==> config.mk <==
export PLATFORM = sky130hd
export DESIGN_NAME = presettable_upcounter
export DESIGN_NICKNAME = d
export VERILOG_FILES = /design/src/rtl/upcnt_pkg.sv /design/src/rtl/upcnt_ctrl.sv /design/src/rtl/upcnt_datapath.sv /design/src/rtl/upcnt_carry.sv /design/src/rtl/presettable_upcounter.sv
export SDC_FILE = /design/constraint.sdc
export NUM_CORES = 1
export LEC_CHECK = 0
export BUFFER_PORTS_ARGS = -buffer_cell sky130_fd_sc_hd__buf_2
export CORE_AREA = 3 3 40 42
export DETAILED_ROUTE_END_ITERATION = 8
export DIE_AREA = 0 0 43 45
export GPL_TIMING_DRIVEN = 0
export PLACE_DENSITY = 0.51
export SYNTH_ARGS = -nofsm -noshare
export SYNTH_HDL_FRONTEND = slang
export SYNTH_HIERARCHICAL = 1
export SYNTH_SLANG_ARGS = --single-unit
==> constraint.sdc <==
create_clock -name clk -period 1.8 [get_ports clk]
set_clock_uncertainty 0.05 [all_clocks]
set_input_delay 0.45 -clock clk [delete_from_list [all_inputs] [get_ports clk]]
set_output_delay 0.45 -clock clk [all_outputs]
set_load 0.03 [all_outputs]
==> src/rtl/upcnt_pkg.sv <==
package upcnt_pkg;

  // Strobes issued by the control unit to the count register for one edge
  typedef struct packed {
    logic clear;  // edge-timed clear (synchronous reset mode only)
    logic load;   // copy the preset word
    logic inc;    // add one
  } cnt_strobe_t;

endpackage

==> src/rtl/upcnt_ctrl.sv <==
module upcnt_ctrl
  import upcnt_pkg::*;
#(
  parameter bit RESET_SYNC = 1'b0
) (
  input  logic        rstN,
  input  logic        loadN,
  input  logic        enCount,
  input  logic        enChain,
  output cnt_strobe_t strobe
);

  logic clearReq;

  // In immediate-reset mode the clear bypasses the strobes entirely.
  assign clearReq = RESET_SYNC ? ~rstN : 1'b0;

  // Fixed priority: clear over load over increment.
  always_comb begin
    strobe.clear = clearReq;
    strobe.load  = ~clearReq & ~loadN;
    strobe.inc   = ~clearReq & loadN & enCount & enChain;
  end

endmodule

==> src/rtl/upcnt_datapath.sv <==
module upcnt_datapath
  import upcnt_pkg::*;
#(
  parameter int WIDTH      = 4,
  parameter bit RESET_SYNC = 1'b0
) (
  input  logic             clk,
  input  logic             rstN,
  input  cnt_strobe_t      strobe,
  input  logic [WIDTH-1:0] preset,
  output logic [WIDTH-1:0] count
);

  logic [WIDTH-1:0] countNext;

  always_comb begin
    countNext = count;
    if (strobe.clear)      countNext = '0;
    else if (strobe.load)  countNext = preset;
    else if (strobe.inc)   countNext = count + WIDTH'(1);
  end

  generate
    if (RESET_SYNC) begin : g_syncClear
      always_ff @(posedge clk) begin
        count <= countNext;
      end
    end else begin : g_asyncClear
      always_ff @(posedge clk or negedge rstN) begin
        if (!rstN) count <= '0;
        else       count <= countNext;
      end
    end
  endgenerate

endmodule

==> src/rtl/upcnt_carry.sv <==
module upcnt_carry #(
  parameter int WIDTH = 4
) (
  input  logic [WIDTH-1:0] count,
  input  logic             enChain,
  output logic             carryOut
);

  // Combinational so a following stage sees it in the same cycle.
  assign carryOut = enChain & (&count);

endmodule

==> src/rtl/presettable_upcounter.sv <==
module presettable_upcounter
  import upcnt_pkg::*;
#(
  parameter int WIDTH      = 4,
  parameter bit RESET_SYNC = 1'b0
) (
  input  logic             clk,
  input  logic             rstN,
  input  logic             loadN,
  input  logic             enCount,
  input  logic             enChain,
  input  logic [WIDTH-1:0] preset,
  output logic [WIDTH-1:0] count,
  output logic             carryOut
);

  cnt_strobe_t strobe;

  upcnt_ctrl #(.RESET_SYNC(RESET_SYNC)) uCtrl (
    .rstN    (rstN),
    .loadN   (loadN),
    .enCount (enCount),
    .enChain (enChain),
    .strobe  (strobe)
  );

  upcnt_datapath #(.WIDTH(WIDTH), .RESET_SYNC(RESET_SYNC)) uData (
    .clk    (clk),
    .rstN   (rstN),
    .strobe (strobe),
    .preset (preset),
    .count  (count)
  );

  upcnt_carry #(.WIDTH(WIDTH)) uCarry (
    .count    (count),
    .enChain  (enChain),
    .carryOut (carryOut)
  );

endmodule

### Word-level counts from Yosys, hierarchy flattened

Cells that the tools add are included.

* register bits after elaboration: 4
* bits in latches: 0
* RAM bits: 0
* bits in read-only memories: 0
* output and inout port bits: 5
* logic and storage cells: 9
* memories: 0

* add/sub/neg operators: 1
* $mul: 0
* divide/modulo/power cells: 0
* order comparisons: 0
* equal/unequal tests: 1
* shift-type cells: 0
* muxes and demuxes: 2
* bitwise operators: 3
* reduce and logical (&&, ||, !) cells: 1

Operators with widths (count)
* 2-to-1 mux 4 bit: 2
* adder 4 x 1 -> 4 bit, second input constant: 1
* AND reduction 4 bit: 1
* bitwise AND 1 bit: 3
* != test 2 x 1 -> 1 bit, second input constant: 1

### Longest topological paths before layout

Gate-level depths: netlist of the first run.

* depth after elaboration: 4
* gate-level depth with buffers: 4
* gate-level depth less buffers: 4

### Hierarchy

The synthesis of the first run kept the hierarchy.

By module, submodules not included
* upcnt_datapath: times used 1, cells each 22, area an instance 225.2 sq um, seq. area each 100.1 sq um
* upcnt_ctrl: times used 1, cells each 4, area an instance 21.3 sq um, seq. area each 0.0 sq um
* upcnt_carry: times used 1, cells each 3, area an instance 12.5 sq um, seq. area each 0.0 sq um

### Least setup slack after synthesis of the first run

No wires, ideal clock.

* path type: reg2out
* from: reg uData.count[0]
* to: out carryOut
* data arrival time: 1088 ps
* required time: 1300 ps
* slack: 212 ps
* cell stages (with the launch flop): 3
* buffers on the path: 0
* path through: dfrtp_1 > nand3_1 > nor2_1

* longest elaborated chain between the ends: 2

Ends and longest elaborated chain
* start: declaration: RTL line upcnt_datapath.sv:11 `output logic [WIDTH-1:0] count`
* start signal: assignment: RTL line upcnt_datapath.sv:31 `else count <= countNext;`
* AND reduction 4 bit: RTL line upcnt_carry.sv:10 `assign carryOut = enChain & (&count);`
* bitwise AND 1 bit: RTL line upcnt_carry.sv:10
* end: declaration: RTL line presettable_upcounter.sv:14 `output logic carryOut`

Every way passes these cells.

### Worst setup path after layout of the first run

Ends and elaborated chain as after synthesis.

==> impl_summary.log, run 1 <==
INFO  metric arrival_worst_endpoint = between 1 and 1.5 ns
INFO  metric ctsResizeCount = 0
INFO  metric setup_slack_placement = about 0.34 ns
INFO  metric die_height = roughly 45 µm
INFO  metric grt_use_total = 0.0720
INFO  metric pin_count = 14
INFO  metric gp_congestion = 0.666
INFO  metric ff2ff_setup_slack = approximately 0.44 ns
INFO  metric tritoncts = built
INFO  metric run_status = completed
INFO  metric route.vias.total = between 200 and 250
INFO  metric p_per_area = 718 nW/µm²
INFO  metric final_antenna_net_count = 0
INFO  metric ys.warnings.count = 6
INFO  metric total_leakage_power = approximately 0.21 nW
INFO  metric largest_reg_flops = 4
INFO  metric portBuffers = 13
INFO  metric layout.filler_cells = approximately 150
INFO  metric clk_root_buffer_cell = clkbuf_4
INFO  metric grt_antenna_before_repair = 0
INFO  metric per_cell_routed_wire_length = slightly above 9 µm
INFO  metric post_synth.cell_area_avg = about 8.9 µm²
INFO  metric tritoncts_num_sinks = 4
INFO  metric die_width = between 40 and 50 µm
INFO  metric postSynthRegisterBits = 4
INFO  metric std_cell_rows = 13
INFO  metric synthCells = 29
INFO  metric worstPathMaxFanout = 5
INFO  metric gr-total-overflow = 0
INFO  metric coreArea = around 1300 µm²
INFO  metric maxCapViolations = 0
INFO  metric syn_to_final_growth = 44.9%
INFO  metric avgViaCountPerCell = ~4.0
INFO  metric totalWireLength = 556 µm
INFO  metric cp.required = 1.30 ns
INFO  metric achievable_clock_frequency = approximately 660 MHz
INFO  metric maxSlewViolCount = 0
INFO  metric htreeDepth = 1
INFO  metric netlist_area = 259 µm²
INFO  metric clock_latency = 0.23 ns
INFO  metric timing.rr.end = uData/count[1]$_DFFE_PN0P_
INFO  metric grt_max_degree = 7
INFO  metric setup-tns-final = 0 ns
INFO  metric final.setup.worst_slack = around 0.28 ns
INFO  metric layout_min_cycle_time = 1.52 ns
INFO  metric worst_setup_hold_path_clk_slew = about 0.040 ns
INFO  metric synth_nets = 39
INFO  metric cts_max_path_buffers = 2
INFO  metric nets = 58
INFO  metric grt_pass1_vias = between 200 and 300
INFO  metric worst_ir_drop_vdd = approximately 0.23 mV
INFO  metric layout.cells.most_common_list = buf_2 (14), dfrtp_1 (4), clkbuf_4 (3), nor2_1 (3), inv_1 (3)
INFO  metric effective_utilization_at_floorplan = 0.202
INFO  metric final_common_cell = buf_2
INFO  metric reg_top3 = uData/count: 4 flops
INFO  metric sequential_cell_area = 100 µm²
INFO  metric n_antenna_cell = 0
INFO  metric place.detailed.hpwl = roughly 470 µm
INFO  metric detail_route.first_pass.iterations = 2
INFO  metric worst-setup-path-type = reg -> out
INFO  metric setup-violations-final = 0
INFO  metric setup_repair_after_global_routing_missed_its_margin = no
INFO  metric numCtsBuffers = 3
INFO  metric post_synth_num_cell_types = 17
INFO  metric crit_end = carryOut
INFO  metric post-route-period-util = 0.847
INFO  metric drive_gt1_frac = 0.391
INFO  metric multi_input_comb_area = 135 µm²
INFO  metric design.die.area = 1940 µm²
INFO  metric critical_path.startpoint_type = register
INFO  metric worst_r2r_path_depth = 4
INFO  metric drt_first_iter_violations = 4
INFO  metric grt_first_pass_wirelength = around 980 µm
INFO  metric registers.top_by_ff_count = uData/count
INFO  metric report.final.hold_viol_count = 0
INFO  metric synth_seq_area_share = 0.386
INFO  metric hold_path.class = in -> reg
INFO  metric worst_setup_path_startpoint = uData/count[0]$_DFFE_PN0P_
INFO  metric worst_r2r_startpoint = uData/count[0]$_DFFE_PN0P_
INFO  metric remaining_drc_errors = 0
INFO  metric setup.worst_path.end_class = output pin
critical path: stages (launching register included):
cell	delay (ns)
dfrtp_1	0.42
nand3_1	0.09
nor2_1	0.08
buf_2	0.20
synthesized netlist by cell type (all sizes together):
master  count  area (µm²)
a21oi       2        10.0
and3        1        6.26
buf         2        12.5
conb        1        3.75
dfrtp       4         100
ha          1        12.5
inv         3        11.3
mux2        1        11.3
mux2i       2        20.0
nand2       2        7.51
nand3       1        5.00
nand4       1        6.26
nor2        3        11.3
o21a        2        15.0
xnor2       2        17.5
xor2        1        8.76
report_power, final:
group          switching (W)  leakage (nW)  internal, W
logic              0.0000308         0.148    0.0000256
registers         0.00000716        0.0524    0.0000966
clock network      0.0000347        0.0138    0.0000745
timing repair:
item / CTS / global route
hold endpoints to repair: 4 / 0
buffers inserted: 0 / 0
hold buffers: 1 / 0
worst min-delay path by stage:
stage	slack, ns	cells after the start	to	start
5_1_grt	0.44	3	uData/count[1]$_DFFE_PN0P_	preset[1]
3_3_place_gp	0.21	1	uData/count[3]$_DFFE_PN0P_	rstN
3_5_place_dp	0.21	1	uData/count[3]$_DFFE_PN0P_	rstN
4_1_cts	0.42	3	uData/count[1]$_DFFE_PN0P_	preset[1]
6_report	0.42	3	uData/count[1]$_DFFE_PN0P_	preset[1]
2_1_floorplan	0.10	0	uData/count[0]$_DFFE_PN0P_	rstN
area by class of cell:
class	count	area share
Tap cell	15	0.0500
Sequential cell	4	0.267
Multi-Input combinational cell	20	0.360
Inverter	3	0.0300
Timing Repair Buffer	14	0.200
Clock buffer	3	0.0600
Buffer	2	0.0333
per-layer routing:
layer | part of all wire | vias to the layer above | track usage
met5 | 0 | - | 0
met4 | 0 | 0 | 0.0361
met3 | 0.092 | 0 | 0.0438
met2 | 0.47 | 7 | 0.105
met1 | 0.43 | 109 | 0.0831
li1 | - | 128 | -
metrics by stage:
step | util | hold WS (ns) | std cells | power (W) | instance area, µm²
finish | 0.292 | 0.419 | 61 | 0.000269 | 375
global route | 0.292 | 0.441 | 61 | 0.000290 | 375
CTS | 0.292 | 0.417 | 61 | 0.000276 | 375
detailed placement | 0.267 | 0.209 | 57 | 0.000160 | 343
global placement | 0.267 | 0.208 | 57 | 0.000160 | 343
floorplan | - | 0.104 | 29 | 0.000139 | 259
kinds of logic after synthesis:
kind of cell	share of synthesized area
fa+ha+maj	0.0483
simple gates	0.140
xor+xnor	0.101
compound gates	0.0966
buf+inv	0.0918
flops	0.386
mux	0.121
other cells	0.0145
No activity file was read; power rests on OpenSTA's default activity.
==> inputs of run 2 (changes only) <==
- ABC_AREA: not set -> 1
- PLACE_DENSITY: 0.51 -> 0.55
- clock period: 1.8 -> 1.4 ns (I/O delays scaled with it)
==> run 2 against run 1 <==
Effect of this change: sequential share of layout area fell by 3.4 points; global-route usage rose by 1.7 points; worst setup slack got worse by 0.24 ns; synthesized cell count rose by 41%; count of clock-buffer cells in the layout did not move; register-to-register slack got worse by 0.36 ns; critical endpoint unchanged; highest routed layer unchanged.
==> impl_summary.log, run 2 <==
INFO  metric run_status = completed
INFO  metric route.vias.total = 313 (+28%)
INFO  metric layout.cells.most_common_list = buf_2 (12), nand2_1 (10), o21ai_1 (5)
INFO  metric netlist_area = 290 µm² (+12%)
INFO  metric avgViaCountPerCell = 4.17 (+4.3%)
INFO  metric total_leakage_power = 0.232 nW (+8.0%)
INFO  metric postSynthRegisterBits = 4 (unchanged)
INFO  metric synth_top_cells_by_count = nand2_1 (11), o21ai_1 (5), dfrtp_1 (4), nor2_1 (4)
INFO  metric final_common_cell = buf_2
INFO  metric share_of_the_synthesized_area_in_compound_gates_ao_oa_aoi_oai = 0.125 (+0.0284)
INFO  metric synth-async-reset-ratio = 1.00 (unchanged)
INFO  metric syn_to_final_growth = 51.7%
INFO  metric setup-violations-final = 0 (unchanged)
INFO  metric tritoncts = built
INFO  metric maxSlewViolCount = 0 (unchanged)
INFO  metric n_antenna_cell = 0 (unchanged)
INFO  metric registers.top_by_ff_count = uData/count
INFO  metric drt_first_iter_violations = 3 (-1)
INFO  metric effective_utilization_at_floorplan = 0.226 (+0.0243)
INFO  metric detail_route.first_pass.iterations = 2 (unchanged)
INFO  metric layout.filler_cells = 143 (-2.1%)
INFO  metric post_synth.cell_area_avg = 7.08 µm² (-21%)
INFO  metric final.setup.worst_slack = 0.0352 ns (-0.241 ns)
INFO  metric synth_edf_count = 0 (unchanged)
INFO  metric reg_top3 = uData/count: 4 flops
INFO  metric clk_root_buffer_cell = clkbuf_4
INFO  metric gp_congestion = 0.748 (+12%)
INFO  metric std_cell_rows = 13 (unchanged)
INFO  metric cp.required = 1.00 ns (-0.30 ns)
INFO  metric hold_path.class = in -> reg
INFO  metric place.detailed.hpwl = 554 µm (+18%)
INFO  metric grt_first_pass_wirelength = 1240 µm (+27%)
INFO  metric die_width = 43 µm (unchanged)
INFO  metric power_switching_share = 0.307 (+0.0367)
INFO  metric setup.worst_path.end_class = output pin
INFO  metric pin_count = 14 (unchanged)
INFO  metric remaining_drc_errors = 0 (unchanged)
INFO  metric synth.mux.area_fraction = 0 (-0.121)
INFO  metric design_power_total = 0.000380 W (+41%)
INFO  metric setup_repair_after_global_routing_missed_its_margin = yes
INFO  metric portBuffers = 13 (unchanged)
INFO  metric post_synth_num_cell_types = 16 (-1)
INFO  metric design.die.area = 1940 µm² (unchanged)
INFO  metric arrival_worst_endpoint = 0.96 ns (-0.06 ns)
INFO  metric clock_latency = 0.23 ns (about the same)
INFO  metric dominantRegCellSynth = dfrtp_1
INFO  metric worst_setup_hold_path_clk_slew = 0.04 ns (about the same)
INFO  metric numCtsBuffers = 3 (unchanged)
INFO  metric gr-total-overflow = 0 (unchanged)
INFO  metric ys.warnings.count = 6 (unchanged)
INFO  metric yosys-top-cells-area = dfrtp_1 (34%), nand2_1 (14%), o21ai_1 (8.6%)
INFO  metric setup_slack_placement = 0.122 ns (-0.219 ns)
INFO  metric htreeDepth = 1 (unchanged)
INFO  metric report.final.hold_viol_count = 0 (unchanged)
INFO  metric drive_gt1_frac = 0.483 (+0.0920)
INFO  metric per_cell_routed_wire_length = 9.35 µm (+2.5%)
INFO  metric totalWireLength = 701 µm (+26%)
INFO  metric final_util = 0.343 (+0.0506)
INFO  metric power.sequential.fraction = 0.369 (-0.016)
INFO  metric yosys.cell_count.top_type = nand2_1
INFO  metric nets = 72 (+24%)
INFO  metric synth_top_area_frac = 0.345 (-0.0416)
INFO  metric worst_ir_drop_vdd = 0.384 mV (+68%)
INFO  metric area_fraction_in_and_or_nand_and_nor_cells_after_synthesis = 0.366 (+0.226)
INFO  metric yosysTopAreaCell = dfrtp_1
INFO  metric largest_reg_flops = 4 (unchanged)
INFO  metric critical_path.startpoint_type = register
INFO  metric p_sw = 0.000117 W (+60%)
INFO  metric final_antenna_net_count = 0 (unchanged)
INFO  metric tritoncts_num_sinks = 4 (unchanged)
INFO  metric worst_r2r_path_depth = 5 (+1)
INFO  metric layout_min_cycle_time = roughly 1.4 ns
INFO  metric synth_top_family_by_area = simple AND/OR/NAND/NOR gates
INFO  metric achievable_clock_frequency = about 730 MHz
INFO  metric grt_use_total = 0.0886 (+0.0167)
INFO  metric p_per_area = 863 nW/µm² (+20%)
INFO  metric synth_nets = 51 (+31%)
INFO  metric setup-tns-final = 0 ns (unchanged)
INFO  metric synthXorXnorAreaFrac = 0.0302 (-0.0713)
INFO  metric worst-setup-path-type = reg -> out
INFO  metric maxCapViolations = 0 (unchanged)
INFO  metric grt_antenna_before_repair = 0 (unchanged)
INFO  metric synthCells = 41 (+41%)
INFO  metric power_frac_clock = 0.372 (-0.033)
INFO  metric cellInternalPower = 0.000263 W (+34%)
INFO  metric holdPathStages = 3 (unchanged)
INFO  metric grt_max_degree = 8 (+1)
INFO  metric worstPathMaxFanout = 5 (unchanged)
INFO  metric cts_max_path_buffers = 2 (unchanged)
INFO  metric post-route-period-util = 0.975
INFO  metric coreArea = 1280 µm² (unchanged)
INFO  metric synth_seq_area_share = 0.345 (-0.0416)
INFO  metric synthAdderAreaFrac = 0.0431 (-0.00521)
INFO  metric grt_pass1_vias = 294 (+16%)
INFO  metric power_frac_comb = 0.259 (+0.049)
INFO  metric die_height = 45 µm (unchanged)
## run 2: cell types whose count changed after synthesis, sizes merged, moves of 2 or more
cell / previous run / this run
nand2: 2 / 11
o21ai: 0 / 5
nor2: 3 / 6
a21oi: 2 / 0
mux2i: 2 / 0
nand3: 1 / 3
o21a: 2 / 0
xnor2: 2 / 0
## run 2: timing repair
action / in CTS / in global routing
endpoints found under the setup margin: 1 / 1
buffers inserted: 2 / 0
cloned: 0 / 0
endpoints found under the hold margin: 4 / 0
hold buffers: 1 / 0
gates resized for setup: 3 / 3
## run 2: layout make-up
class	count	area, µm²	area share
timing repair buffer	16	96.3	0.219
clock buffer	3	22.5	0.0511
buffer	1	7.51	0.0170
multi-input combinational	32	178	0.403
tap	15	18.8	0.0426
sequential	4	103	0.233
inverter	4	15.0	0.0341
## run 2: cell families (layout without fill, tap and decap cells)
family / Yosys count / count (layout)
XOR/XNOR: 1 / 1
buffers and inverters: 5 / 24
flip-flops: 4 / 4
adder cells (fa/ha/maj): 1 / 1
AO/OA/AOI/OAI: 6 / 6
other: 1 / 1
AND/OR/NAND/NOR: 23 / 23
## run 2: layer usage
layer / up-vias / wire length [µm] / global-route usage
met1: 137 / 304 / 0.105
met2: 9 / 335 / 0.141
met5: - / 0 / 0
met4: 0 / 0 / 0.0181
li1: 167 / - / -
met3: 0 / 61 / 0.0518
## run 2: worst paths after layout
check,start,slack (ns),to
hold reg to reg,uData/count[3]$_DFFE_PN0P_,0.52,uData/count[3]$_DFFE_PN0P_
setup reg to reg,uData/count[1]$_DFFE_PN0P_,0.08,uData/count[1]$_DFFE_PN0P_
min in group asynchronous,rstN,0.40,uData/count[2]$_DFFE_PN0P_
hold / removal,preset[1],0.35,uData/count[1]$_DFFE_PN0P_
max in group asynchronous,rstN,0.76,uData/count[0]$_DFFE_PN0P_
setup / recovery,uData/count[3]$_DFFE_PN0P_,0.04,carryOut
## run 2: through the flow
step	instances	hold slack [ns]	area (µm²)
after floorplan	41	0.00441	293
after global placement	69	0.105	377
after detailed placement	69	0.107	377
after CTS	75	0.344	429
after global routing	75	0.364	440
final	75	0.353	440
## run 2: worst max-delay path: stages (launching register included)
cell and delay (ns):
dfrtp_1 0.41, nand3_2 0.10, nor2_2 0.09, buf_6 0.13
## run 2: power by group through the flow
stage	registers, W	clock network (W)	logic, W
after floorplan	0.000158	0	0.0000380
after global placement	0.000143	0	0.0000848
after detailed placement	0.000143	0	0.0000859
after CTS	0.000139	0.000152	0.0000990
after global routing	0.000142	0.000162	0.000110
final	0.000140	0.000141	0.0000985
